--- config.mk ---
export PLATFORM = sky130hd
export DESIGN_NAME = serial_regbank_port
export DESIGN_NICKNAME = d
export VERILOG_FILES = /design/src/rtl/srp_pkg.sv /design/src/rtl/srp_shifter.sv /design/src/rtl/srp_regfile.sv /design/src/rtl/serial_regbank_port.sv
export SDC_FILE = /design/constraint.sdc
export NUM_CORES = 1
export LEC_CHECK = 0
export BUFFER_PORTS_ARGS = -buffer_cell sky130_fd_sc_hd__buf_2
export CAP_MARGIN = 20
export CORE_MARGIN = 2
export CORE_UTILIZATION = 55
export CTS_CLUSTER_SIZE = 12
export DETAILED_ROUTE_END_ITERATION = 10
export PLACE_DENSITY_LB_ADDON = 0.15
export SLEW_MARGIN = 20
export SYNTH_ARGS = -nofsm -noshare
export SYNTH_HDL_FRONTEND = slang
export SYNTH_SLANG_ARGS = --single-unit
--- constraint.sdc ---
create_clock -name clk -period 5.9 [get_ports clk]
set_input_delay 0 -clock clk [delete_from_list [all_inputs] [get_ports clk]]
set_output_delay 0 -clock clk [all_outputs]
set_load 0.02 [all_outputs]
--- src/rtl/srp_pkg.sv ---
package srp_pkg;

    localparam int FRAME_W   = 24;
    localparam int PAYLOAD_W = 16;
    localparam int CNT_W     = $clog2(FRAME_W + 1);

    typedef enum logic [2:0] {
        KIND_CTRL  = 3'b000,
        KIND_DATA  = 3'b010,
        KIND_FGAIN = 3'b100,
        KIND_OFFS  = 3'b101
    } kind_e;

    localparam logic [2:0] CTRL_FUNC = 3'b001;

    typedef struct packed {
        logic                 rd;
        logic                 rsv;
        logic [2:0]           kind;
        logic [2:0]           chan;
        logic [PAYLOAD_W-1:0] payload;
    } frame_t;

    function automatic logic chan_ok(logic [2:0] chan, int nch);
        return int'(chan) < nch;
    endfunction

    function automatic logic [FRAME_W-1:0] reply_word(logic [2:0] kind, logic [2:0] chan,
                                                      logic [PAYLOAD_W-1:0] val);
        return {2'b00, kind, chan, val};
    endfunction

endpackage

--- src/rtl/srp_shifter.sv ---
module srp_shifter
    import srp_pkg::*;
(
    input  logic               clk,
    input  logic               rst,
    input  logic               sclk,
    input  logic               sync_n,
    input  logic               sdin,
    input  logic               quiet,
    input  logic [FRAME_W-1:0] load_word,
    output logic               load_take,
    output logic               frame_done,
    output logic [FRAME_W-1:0] frame_word,
    output logic               sdo_q
);

    logic sclk_s, sclk_d, sync_s, sync_d, sdin_s;
    logic [FRAME_W-1:0] sr;
    logic [CNT_W-1:0]   cnt;

    always_ff @(posedge clk) begin
        if (rst) begin
            sclk_s <= 1'b0;
            sclk_d <= 1'b0;
            sync_s <= 1'b1;
            sync_d <= 1'b1;
            sdin_s <= 1'b0;
        end else begin
            sclk_s <= sclk;
            sclk_d <= sclk_s;
            sync_s <= sync_n;
            sync_d <= sync_s;
            sdin_s <= sdin;
        end
    end

    logic sclk_rise, sclk_fall, sync_fall, sync_rise;
    assign sclk_rise = sclk_s & ~sclk_d;
    assign sclk_fall = ~sclk_s & sclk_d;
    assign sync_fall = ~sync_s & sync_d;
    assign sync_rise = sync_s & ~sync_d;

    always_ff @(posedge clk) begin
        if (rst) begin
            sr    <= '0;
            cnt   <= '0;
            sdo_q <= 1'b0;
        end else begin
            if (sync_fall) begin
                sr  <= load_word;
                cnt <= '0;
            end else if (!sync_s && sclk_fall) begin
                sr <= {sr[FRAME_W-2:0], sdin_s};
                if (cnt != CNT_W'(FRAME_W))
                    cnt <= cnt + 1'b1;
            end
            if (quiet)
                sdo_q <= 1'b0;
            else if (!sync_s && sclk_rise)
                sdo_q <= sr[FRAME_W-1];
        end
    end

    assign load_take  = sync_fall;
    assign frame_done = sync_rise && (cnt == CNT_W'(FRAME_W));
    assign frame_word = sr;

    AST_IDLE_HOLD: assert property (@(posedge clk) disable iff (rst)
        sync_s |=> $stable(sr));
    AST_SDO_ON_RISE: assert property (@(posedge clk) disable iff (rst)
        (!sclk_rise && !quiet) |=> $stable(sdo_q));
    AST_CNT_LIMIT: assert property (@(posedge clk) disable iff (rst)
        cnt <= CNT_W'(FRAME_W));

endmodule

--- src/rtl/srp_regfile.sv ---
module srp_regfile
    import srp_pkg::*;
#(
    parameter int NCH    = 4,
    parameter int GAIN_W = 6,
    parameter int OFFS_W = 8
) (
    input  logic                    clk,
    input  logic                    rst,
    input  logic                    frame_done,
    input  logic [FRAME_W-1:0]      frame_word,
    input  logic                    load_take,
    output logic [FRAME_W-1:0]      load_word,
    output logic [NCH*PAYLOAD_W-1:0] data_flat,
    output logic [NCH*GAIN_W-1:0]   gain_flat,
    output logic [NCH*OFFS_W-1:0]   offs_flat,
    output logic                    out_dis
);

    localparam int CH_W = (NCH > 1) ? $clog2(NCH) : 1;

    logic [PAYLOAD_W-1:0] dreg [NCH];
    logic [GAIN_W-1:0]    greg [NCH];
    logic [OFFS_W-1:0]    oreg [NCH];
    logic                 pend;
    logic [2:0]           rd_kind, rd_chan;
    frame_t               f;

    assign f = frame_word;

    always_ff @(posedge clk) begin
        if (rst) begin
            for (int i = 0; i < NCH; i++) begin
                dreg[i] <= '0;
                greg[i] <= '0;
                oreg[i] <= '0;
            end
            out_dis <= 1'b0;
            pend    <= 1'b0;
            rd_kind <= '0;
            rd_chan <= '0;
        end else begin
            if (load_take)
                pend <= 1'b0;
            if (frame_done) begin
                if (f.rd) begin
                    pend    <= 1'b1;
                    rd_kind <= f.kind;
                    rd_chan <= f.chan;
                end else if (!f.rsv) begin
                    case (kind_e'(f.kind))
                        KIND_DATA:  if (chan_ok(f.chan, NCH)) dreg[f.chan[CH_W-1:0]] <= f.payload;
                        KIND_FGAIN: if (chan_ok(f.chan, NCH)) greg[f.chan[CH_W-1:0]] <= f.payload[GAIN_W-1:0];
                        KIND_OFFS:  if (chan_ok(f.chan, NCH)) oreg[f.chan[CH_W-1:0]] <= f.payload[OFFS_W-1:0];
                        KIND_CTRL:  if (f.chan == CTRL_FUNC) out_dis <= f.payload[0];
                        default: ;
                    endcase
                end
            end
        end
    end

    logic [PAYLOAD_W-1:0] rd_val;
    always_comb begin
        rd_val = '0;
        case (kind_e'(rd_kind))
            KIND_DATA:  if (chan_ok(rd_chan, NCH)) rd_val = dreg[rd_chan[CH_W-1:0]];
            KIND_FGAIN: if (chan_ok(rd_chan, NCH))
                            rd_val = {{(PAYLOAD_W-GAIN_W){1'b0}}, greg[rd_chan[CH_W-1:0]]};
            KIND_OFFS:  if (chan_ok(rd_chan, NCH))
                            rd_val = {{(PAYLOAD_W-OFFS_W){1'b0}}, oreg[rd_chan[CH_W-1:0]]};
            KIND_CTRL:  if (rd_chan == CTRL_FUNC) rd_val = {{(PAYLOAD_W-1){1'b0}}, out_dis};
            default: ;
        endcase
    end

    assign load_word = pend ? reply_word(rd_kind, rd_chan, rd_val) : '0;

    for (genvar i = 0; i < NCH; i++) begin : g_flat
        assign data_flat[i*PAYLOAD_W +: PAYLOAD_W] = dreg[i];
        assign gain_flat[i*GAIN_W +: GAIN_W]       = greg[i];
        assign offs_flat[i*OFFS_W +: OFFS_W]       = oreg[i];
    end

    AST_READ_KEEPS: assert property (@(posedge clk) disable iff (rst)
        (frame_done && f.rd) |=> ($stable(data_flat) && $stable(gain_flat)
                                  && $stable(offs_flat) && $stable(out_dis)));
    AST_REPLY_ONCE: assert property (@(posedge clk) disable iff (rst)
        load_take |=> !pend);
    AST_COMMIT_ONLY: assert property (@(posedge clk) disable iff (rst)
        !frame_done |=> ($stable(data_flat) && $stable(gain_flat) && $stable(offs_flat)));

endmodule

--- src/rtl/serial_regbank_port.sv ---
module serial_regbank_port
    import srp_pkg::*;
#(
    parameter int NCH    = 4,
    parameter int GAIN_W = 6,
    parameter int OFFS_W = 8
) (
    input  logic                     clk,
    input  logic                     rst,
    input  logic                     sclk,
    input  logic                     sync_n,
    input  logic                     sdin,
    output logic                     sdo,
    output logic                     sdo_oe,
    output logic [NCH*PAYLOAD_W-1:0] data_out,
    output logic [NCH*GAIN_W-1:0]    gain_out,
    output logic [NCH*OFFS_W-1:0]    offset_out
);

    logic               load_take, frame_done, out_dis;
    logic [FRAME_W-1:0] load_word, frame_word;

    srp_shifter u_shift (
        .clk        (clk),
        .rst        (rst),
        .sclk       (sclk),
        .sync_n     (sync_n),
        .sdin       (sdin),
        .quiet      (out_dis),
        .load_word  (load_word),
        .load_take  (load_take),
        .frame_done (frame_done),
        .frame_word (frame_word),
        .sdo_q      (sdo)
    );

    srp_regfile #(.NCH(NCH), .GAIN_W(GAIN_W), .OFFS_W(OFFS_W)) u_regs (
        .clk        (clk),
        .rst        (rst),
        .frame_done (frame_done),
        .frame_word (frame_word),
        .load_take  (load_take),
        .load_word  (load_word),
        .data_flat  (data_out),
        .gain_flat  (gain_out),
        .offs_flat  (offset_out),
        .out_dis    (out_dis)
    );

    assign sdo_oe = ~out_dis;

    AST_QUIET_OUT: assert property (@(posedge clk) disable iff (rst)
        out_dis |=> !sdo);

endmodule

==> summary.md, run 1 <==
| Metric | Value |
|---|---|
| Total grt overflow | 0 |
| Routed len/inst | 22.59 µm |
| Fmax achieved | 0.3695 GHz |
| Post-layout util | 66.09% |
| Antenna Cells | 0 |
| # nets final | 710 |
| Seq cells post-synth | 165 |
| Crit path max fanout | 6 |
| Leakage | 3.435 nW |
| Die width | 119.8 µm |
| Placer Congestion | 0.9216 |
| Crit path from | u_shift.cnt[0] |
| Number of max-cap violations | 0 |
| Row Count | 42 |
| Syn Inst Count | 586 |
| Htree depth | 4 |
| First-pass GRT wire length | 30330 µm |
| Avg Cell Area, Syn | 12.59 µm² |
| Critical path arrival | 2.75 ns |
| Top cell type's share of synthesized area | 48.85% |
| Die area | 14360 µm² |
| Final Hold Fails | 0 |
| Crit-path slowest cell | o21ai_0 |
| Total GRT Usage | 29.13% |
| Top cells by area, synth | edfxtp_1 (49%), dfxtp_1 (12%), mux4_2 (6.7%), nor2_1 (4.7%), and3_1 (3.4%) |
| FF-to-FF path depth | 6 |
| Reg-to-reg endpoint | u_regs.greg[3][0] |
| Crit-path most repeated cell | and4b_1 |
| RSZ-0062 raised after global routing | false |
| Dominant synthesized flop cell | edfxtp_1 |
| Largest area contributor in the netlist | edfxtp_1 |
| Synth Warn # | 0 |
| Critical path launch point type | flip-flop |
| Fillers | 993 |
| Post-layout minimum cycle time | 2.706 ns |
| Final Worst Setup Slack | 3.194 ns |
| Kind of critical path | flip-flop to flip-flop |
| Drt drc | 0 |
| Clock skew | 0.009639 ns |
| Die Ht | 119.8 µm |
| Cell Pwr Density | 298.5 nW/µm² |
| Vias per cell | 6.075 |
| Ys async rst share | 0% |
| Post-synth EDFFs | 120 |
| Via Count | 5419 |
| Detail Route Antenna Nets | 0 |
| Max Slew Vio Count | 0 |
| Worst Setup EP | u_regs.greg[3][0] |
| Count of different cell masters after synthesis | 49 |
| Worst r2r src | u_shift.cnt[0] |
| Sequential-to-total area share from yosys stat | 61.06% |
| Pre-Repair DR Iteration Count | 5 |
| HPWL after DPL | 13510 µm |
| Fin Hold WS | 0.04908 ns |
| Post-CTS sizing | 0 |
| Largest net degree at the start of global routing | 41 |
| Io pins | 127 |
| Worst Max-Slew Pin Slew | 1.036 ns |
| Root buf cell | clkbuf_16 |
| Setup TNS | 0 ns |
| Critical Path RT | 5.95 ns |
| Clk sinks | 165 |
| Initial antenna violation count | 0 |
| Synthesized net count | 593 |
| CTS tree | yes |
| Crit end category | flip-flop |
| CTS Buf Count | 17 |
| Crit path cell chain | inv_1 > ha_1 > and4b_1 > and4b_1 > nand3_1 > o21ai_0 |
| Later-pin clock latency in the skew report | 0.43 ns |
| Slew Limit Headroom | 30.91% |
| Clock buffer depth | 2 |
| Placeable Area | 13190 µm² |
| Share of cells above drive strength 1 | 28.91% |
| Outcome | finished, final reports clean |
| Final period util | 45.87% |
| I/O Buffers | 126 |
| Area grow syn2layout | 18.16% |
| Clock slew seen by the registers of the worst setup and hold paths | 0.06 ns |
| Post-Syn Area | 7377 µm² |
| Overall Power | 2.602 mW |
| Initial cell density of the core | 55.93% |
| Worst slack at placement | 3.155 ns |
| Vias in the first global route | 5283 |
| Final setup violation count | 0 |
| R2R Setup Slk | 3.19 ns |
| Worst vdd ir | 0.0002103 V |
| DRT Wirelength | 20150 µm |
| Largest stage delay, worst path | 0.83 ns |
| Hold Crit Class | input pin to flip-flop |
| Initial DRC count | 678 |
[power breakdown]
group	internal [mW]	switching, mW
Clock	0.667	0.453
Sequential	1.28	0.0381
Combinational	0.0507	0.115
Total	2.00	0.606
[worst min-delay path by stage]
stage | startpoint | to | slack, ns | cells after the start
after floorplan | sync_n | u_shift.sync_s | 0.10 | 1
after global placement | sync_n | u_shift.sync_s | 0.20 | 2
after CTS | rst | u_regs.rd_kind[0] | 0.04 | 2
after detailed placement | sync_n | u_shift.sync_s | 0.20 | 2
after global routing | rst | u_regs.rd_kind[1] | 0.07 | 2
final | rst | u_regs.rd_kind[2] | 0.05 | 2
[cell type report]
| type | count | area [µm²] | area share [%] |
|---|---|---|---|
| sequential | 165 | 4506 | 51.69 |
| multi-input combinational | 367 | 2603 | 29.86 |
| timing repair buffer | 140 | 754.5 | 8.655 |
| clock buffer | 20 | 436.7 | 5.009 |
| tap | 176 | 220.2 | 2.526 |
| clock inverter | 12 | 152.6 | 1.751 |
| inverter | 12 | 45.04 | 0.5167 |
[logic make-up after synthesis]
family	Yosys count	synth area share, %
AND/OR/NAND/NOR	242	16.55
AO/OA/AOI/OAI	74	5.902
XOR/XNOR	4	0.4750
multiplexers	45	11.70
adder cells (fa/ha/maj)	2	0.3392
flip-flops	165	61.06
buffers and inverters	54	3.969
[flip-flops by register name, summed over array words and instances (netlist names), 3 cells and up, named ones only]
register / cells
u_regs.dreg: 64
u_shift.cnt: 5
u_regs.rd_kind: 3
u_regs.oreg: 32
u_regs.greg: 24
u_regs.rd_chan: 3
u_shift.frame_word: 24
[layout by cell type, fill, tap and decap left out, drive strengths merged, types with 4 or more instances in the layout]
master,count
nor3b,5
a22oi,5
nand3,6
dfxtp,45
nand2b,4
a21oi,9
o21ai,37
and3,40
and2,12
mux4,30
nor2b,7
edfxtp,120
nand2,46
buf,137
a211oi,6
inv,14
nand4,5
mux2,6
mux2i,9
a31oi,8
clkinv,5
nor2,93
nor3,11
clkbuf,20
[what timing repair did]
item / 4_1_cts / 5_1_grt
hold buffers: 3 / 0
buffers inserted: 0 / 0
endpoints found under the hold margin: 3 / 0
[synthesized netlist by cell type (2+ instances only)]
cell type and n:
mux4_1 8, o22ai_1 2, mux2_2 6, nand2_1 46, nand3_1 6, buf_2 8
inv_1 12, edfxtp_1 120, and4b_1 3, nor3b_1 4, nor3_1 11, or2_2 3
o21ai_0 37, buf_4 2, nand2b_1 4, a21oi_1 9, xor2_1 3, mux4_2 22
nand4_4 2, nand4_1 3, a31oi_1 8, a211oi_1 6, nor2b_1 7, clkbuf_2 4
buf_1 2, ha_1 2, and2_1 12, and3_1 40, mux2i_1 9, a22oi_1 5
nor2_1 93, buf_6 9, clkbuf_1 17, dfxtp_1 45, o21bai_1 2
[critical path: cells and delay by family (launching register included)]
| kind | cells | cell delay [ns] |
|---|---|---|
| AO/OA/AOI/OAI | 1 | 0.83 |
| flip-flops | 1 | 0.33 |
| AND/OR/NAND/NOR | 3 | 0.91 |
| buffers and inverters | 1 | 0.09 |
| adder cells (fa/ha/maj) | 1 | 0.18 |
[through the flow]
step | instances | instance area [µm²]
final | 892 | 8717
after global routing | 892 | 8717
after CTS | 890 | 8683
after detailed placement | 855 | 8064
after global placement | 855 | 8064
after floorplan | 586 | 7377
[metal layers]
layer / global-route usage [%] / share of wire [%] / vias up
li1: - / - / 2400
met1: 39.33 / 40 / 2683
met2: 45.96 / 50 / 299
met3: 7.747 / 7.7 / 37
met4: 10.44 / 2.2 / 0
met5: 0 / 0 / -
Power figures use the tool's default switching activity.
==> run 2: changes to the inputs <==
CORE_UTILIZATION = 51   (was 55)
clock period = 2.3 ns   (was 5.9 ns; I/O delays follow)
==> run 2 against run 1 <==
Via count rose by 1.7%. Setup slack got worse by 3.1 ns. Register-to-register slack got worse by 3.1 ns. Combinational power rose to 2.8 times the previous value. Critical path depth rose by 1. Clock power rose to 2.7 times the previous value. First-iteration DRC count fell by 22%. Maximum frequency rose by 25%. Non-clock buffer count rose by 28. Sequential share of layout area fell by 1.8 points. Final cell count rose by 3.6%. Flip-flop and latch count did not move. Critical path type unchanged. Highest routed layer unchanged.
==> summary.md, run 2 (synthesized netlist as in run 1, its figures left out) <==
| Metric | Value |
|---|---|
| Outcome | finished, final reports clean |
| Crit end category | flip-flop |
| Vias per cell | 5.966 (-1.8%) |
| Crit-path slowest cell | and4b_2 |
| Clock buffer depth | 2 (unchanged) |
| Root buf cell | clkbuf_16 |
| I/O Buffers | 126 (unchanged) |
| Initial cell density of the core | 52.74% (-3.2 points) |
| Post-layout minimum cycle time | 2.166 ns (-0.5400 ns) |
| # nets final | 738 (+3.9%) |
| Max FFs per register | 64 (unchanged) |
| Final setup violation count | 0 (unchanged) |
| Number of max-cap violations | 0 (unchanged) |
| Io pins | 127 (unchanged) |
| Die area | 15440 µm² (+7.6%) |
| Detail Route Antenna Nets | 0 (unchanged) |
| Final Hold Fails | 0 (unchanged) |
| Post-CTS setup buffer count | 0 (unchanged) |
| Total grt overflow | 0 (unchanged) |
| Overall Power | 6.879 mW (+160%) |
| Reg with most FFs | u_regs.dreg |
| Antenna Cells | 0 (unchanged) |
| Final period util | 94.18% (+48 points) |
| Cell Pwr Density | 760.9 nW/µm² (+150%) |
| CTS tree | yes |
| Pre-Repair DR Iteration Count | 5 (unchanged) |
| Most frequent cells in the layout | buf_2 (126), edfxtp_1 (120), nor2_1 (93), nand2_1 (46), dfxtp_1 (44) |
| DRT Wirelength | 20640 µm (+2.4%) |
| Initial antenna violation count | 0 (unchanged) |
| Row Count | 43 (+2.4%) |
| Htree depth | 4 (unchanged) |
| Largest net degree at the start of global routing | 41 (unchanged) |
| Placer Congestion | 0.8680 (-5.8%) |
| Via Count | 5513 (+1.7%) |
| CTS Buf Count | 17 (unchanged) |
| Placeable Area | 13990 µm² (+6.1%) |
| Hold Crit Class | input pin to flip-flop |
| Leakage | 3.616 nW (+5.3%) |
| Vias in the first global route | 5538 (+4.8%) |
| RSZ-0062 raised after global routing | false |
| Slew Limit Headroom | 55.33% (+24 points) |
| Worst Max-Slew Pin Slew | 0.6686 ns (-0.3675 ns) |
| Later-pin clock latency in the skew report | 0.43 ns (about the same) |
| Die Ht | 124.3 µm (+3.7%) |
| Crit path max fanout | 6 (unchanged) |
| Drt drc | 0 (unchanged) |
| Total GRT Usage | 27.10% (-2.0 points) |
| Post-layout util | 64.62% (-1.5 points) |
| Die width | 124.3 µm (+3.7%) |
| Kind of critical path | flip-flop to flip-flop |
| Biggest regs | u_regs.dreg: 64 flops, u_regs.oreg: 32 flops |
| Routed len/inst | 22.33 µm (-1.1%) |
| Worst vdd ir | 0.0005227 V (+150%) |
| Area grow syn2layout | 22.54% |
| Share of cells above drive strength 1 | 31.99% (+3.1 points) |
| Fillers | 1068 (+7.6%) |
| Clk sinks | 165 (unchanged) |
| First-pass GRT wire length | 31940 µm (+5.3%) |
| Max Slew Vio Count | 0 (unchanged) |
| Critical Path RT | 2.44 ns (-3.51 ns) |
| Clock slew seen by the registers of the worst setup and hold paths | 0.06 ns (about the same) |
| Initial DRC count | 526 (-22%) |
| HPWL after DPL | 14320 µm (+6.1%) |
| Largest stage delay, worst path | 0.34 ns (-0.49 ns) |
| Most common cell after layout, fill and taps aside | buf_2 |
| Critical path arrival | 2.31 ns (-0.44 ns) |
| Fmax achieved | 0.4617 GHz (+25%) |
| Critical path launch point type | flip-flop |
| Crit path cell chain | inv_1 > ha_1 > and4b_1 > and4b_2 > nand3_1 > o21ai_0 > buf_4 |
| Clock skew | 0.01014 ns (+0.0005009 ns) |
[run 2: changes by cell type in the layout (fill, tap and decap cells not counted), moves of 2 or more]
| cell | delta |
|---|---|
| clkinv_4 | +2 |
| buf_12 | +7 |
| o21ai_0 | +2 |
| clkbuf_1 | -3 |
| buf_4 | +23 |
| o21ai_1 | -2 |
[run 2: critical path, delay by kind of cell (launching register included)]
kind / cells / cell delay, ns
AOI/OAI and AO/OA: 1 / 0.32
adders and majority gates: 1 / 0.17
buffers and inverters: 2 / 0.33
DFF: 1 / 0.33
and+or+nand+nor: 3 / 0.74
[run 2: per-stage QoR]
stage	TNS [ns]	instance area, µm²	setup slack (ns)	std cells	hold slack [ns]
after floorplan	-15.53	7377	-0.2426	586	0.1038
after detailed placement	0	8382	0.1116	889	0.2068
after global routing	0	9040	0.03516	924	0.06555
final	0	9040	0.1339	924	0.05533
after CTS	0	9039	0.07864	924	0.05393
after global placement	0	8382	0.1429	889	0.2018
[run 2: power by group]
group          total, mW  leakage [nW]  switching (mW)  internal (mW)
logic              0.473          1.71           0.313          0.160
registers           3.37          1.61          0.0910           3.28
clock network       3.04         0.298            1.21           1.82
total               6.88          3.62            1.62           5.26
[run 2: timing repair]
action / in CTS / in global routing
hold endpoints to repair: 3 / 0
setup endpoints to repair: 0 / 6
resized for setup: 0 / 1
hold buffers: 3 / 0
[run 2: final timing paths]
check,from,end,slack (ns),depth (start not counted)
max,u_shift.cnt[0],u_regs.oreg[1][1],0.13,7
max reg2reg,u_shift.cnt[0],u_regs.oreg[1][1],0.13,7
min reg2reg,u_regs.out_dis,u_shift.sdo_q,0.47,1
min,rst,u_shift.frame_word[23],0.06,3
[run 2: area by class of cell]
type	count	area [µm²]	area share [%]
flip-flops and latches	165	4506	49.84
multi-input cells	367	2596	28.72
repair buffers	168	1041	11.52
clock buffers	17	425.4	4.706
well taps	180	225.2	2.491
clock inverters	15	201.4	2.228
inverters	12	45.04	0.4983
[run 2: routing by layer]
| layer | share of wire, % | routed length [µm] | GRT usage (%) | vias up |
|---|---|---|---|---|
| li1 | - | - | - | 2457 |
| met1 | 40 | 8255 | 35.96 | 2759 |
| met2 | 50 | 10350 | 44.17 | 260 |
| met3 | 7.0 | 1444 | 5.069 | 37 |
| met4 | 2.8 | 581 | 11.30 | 0 |
| met5 | 0 | 0 | 0 | - |
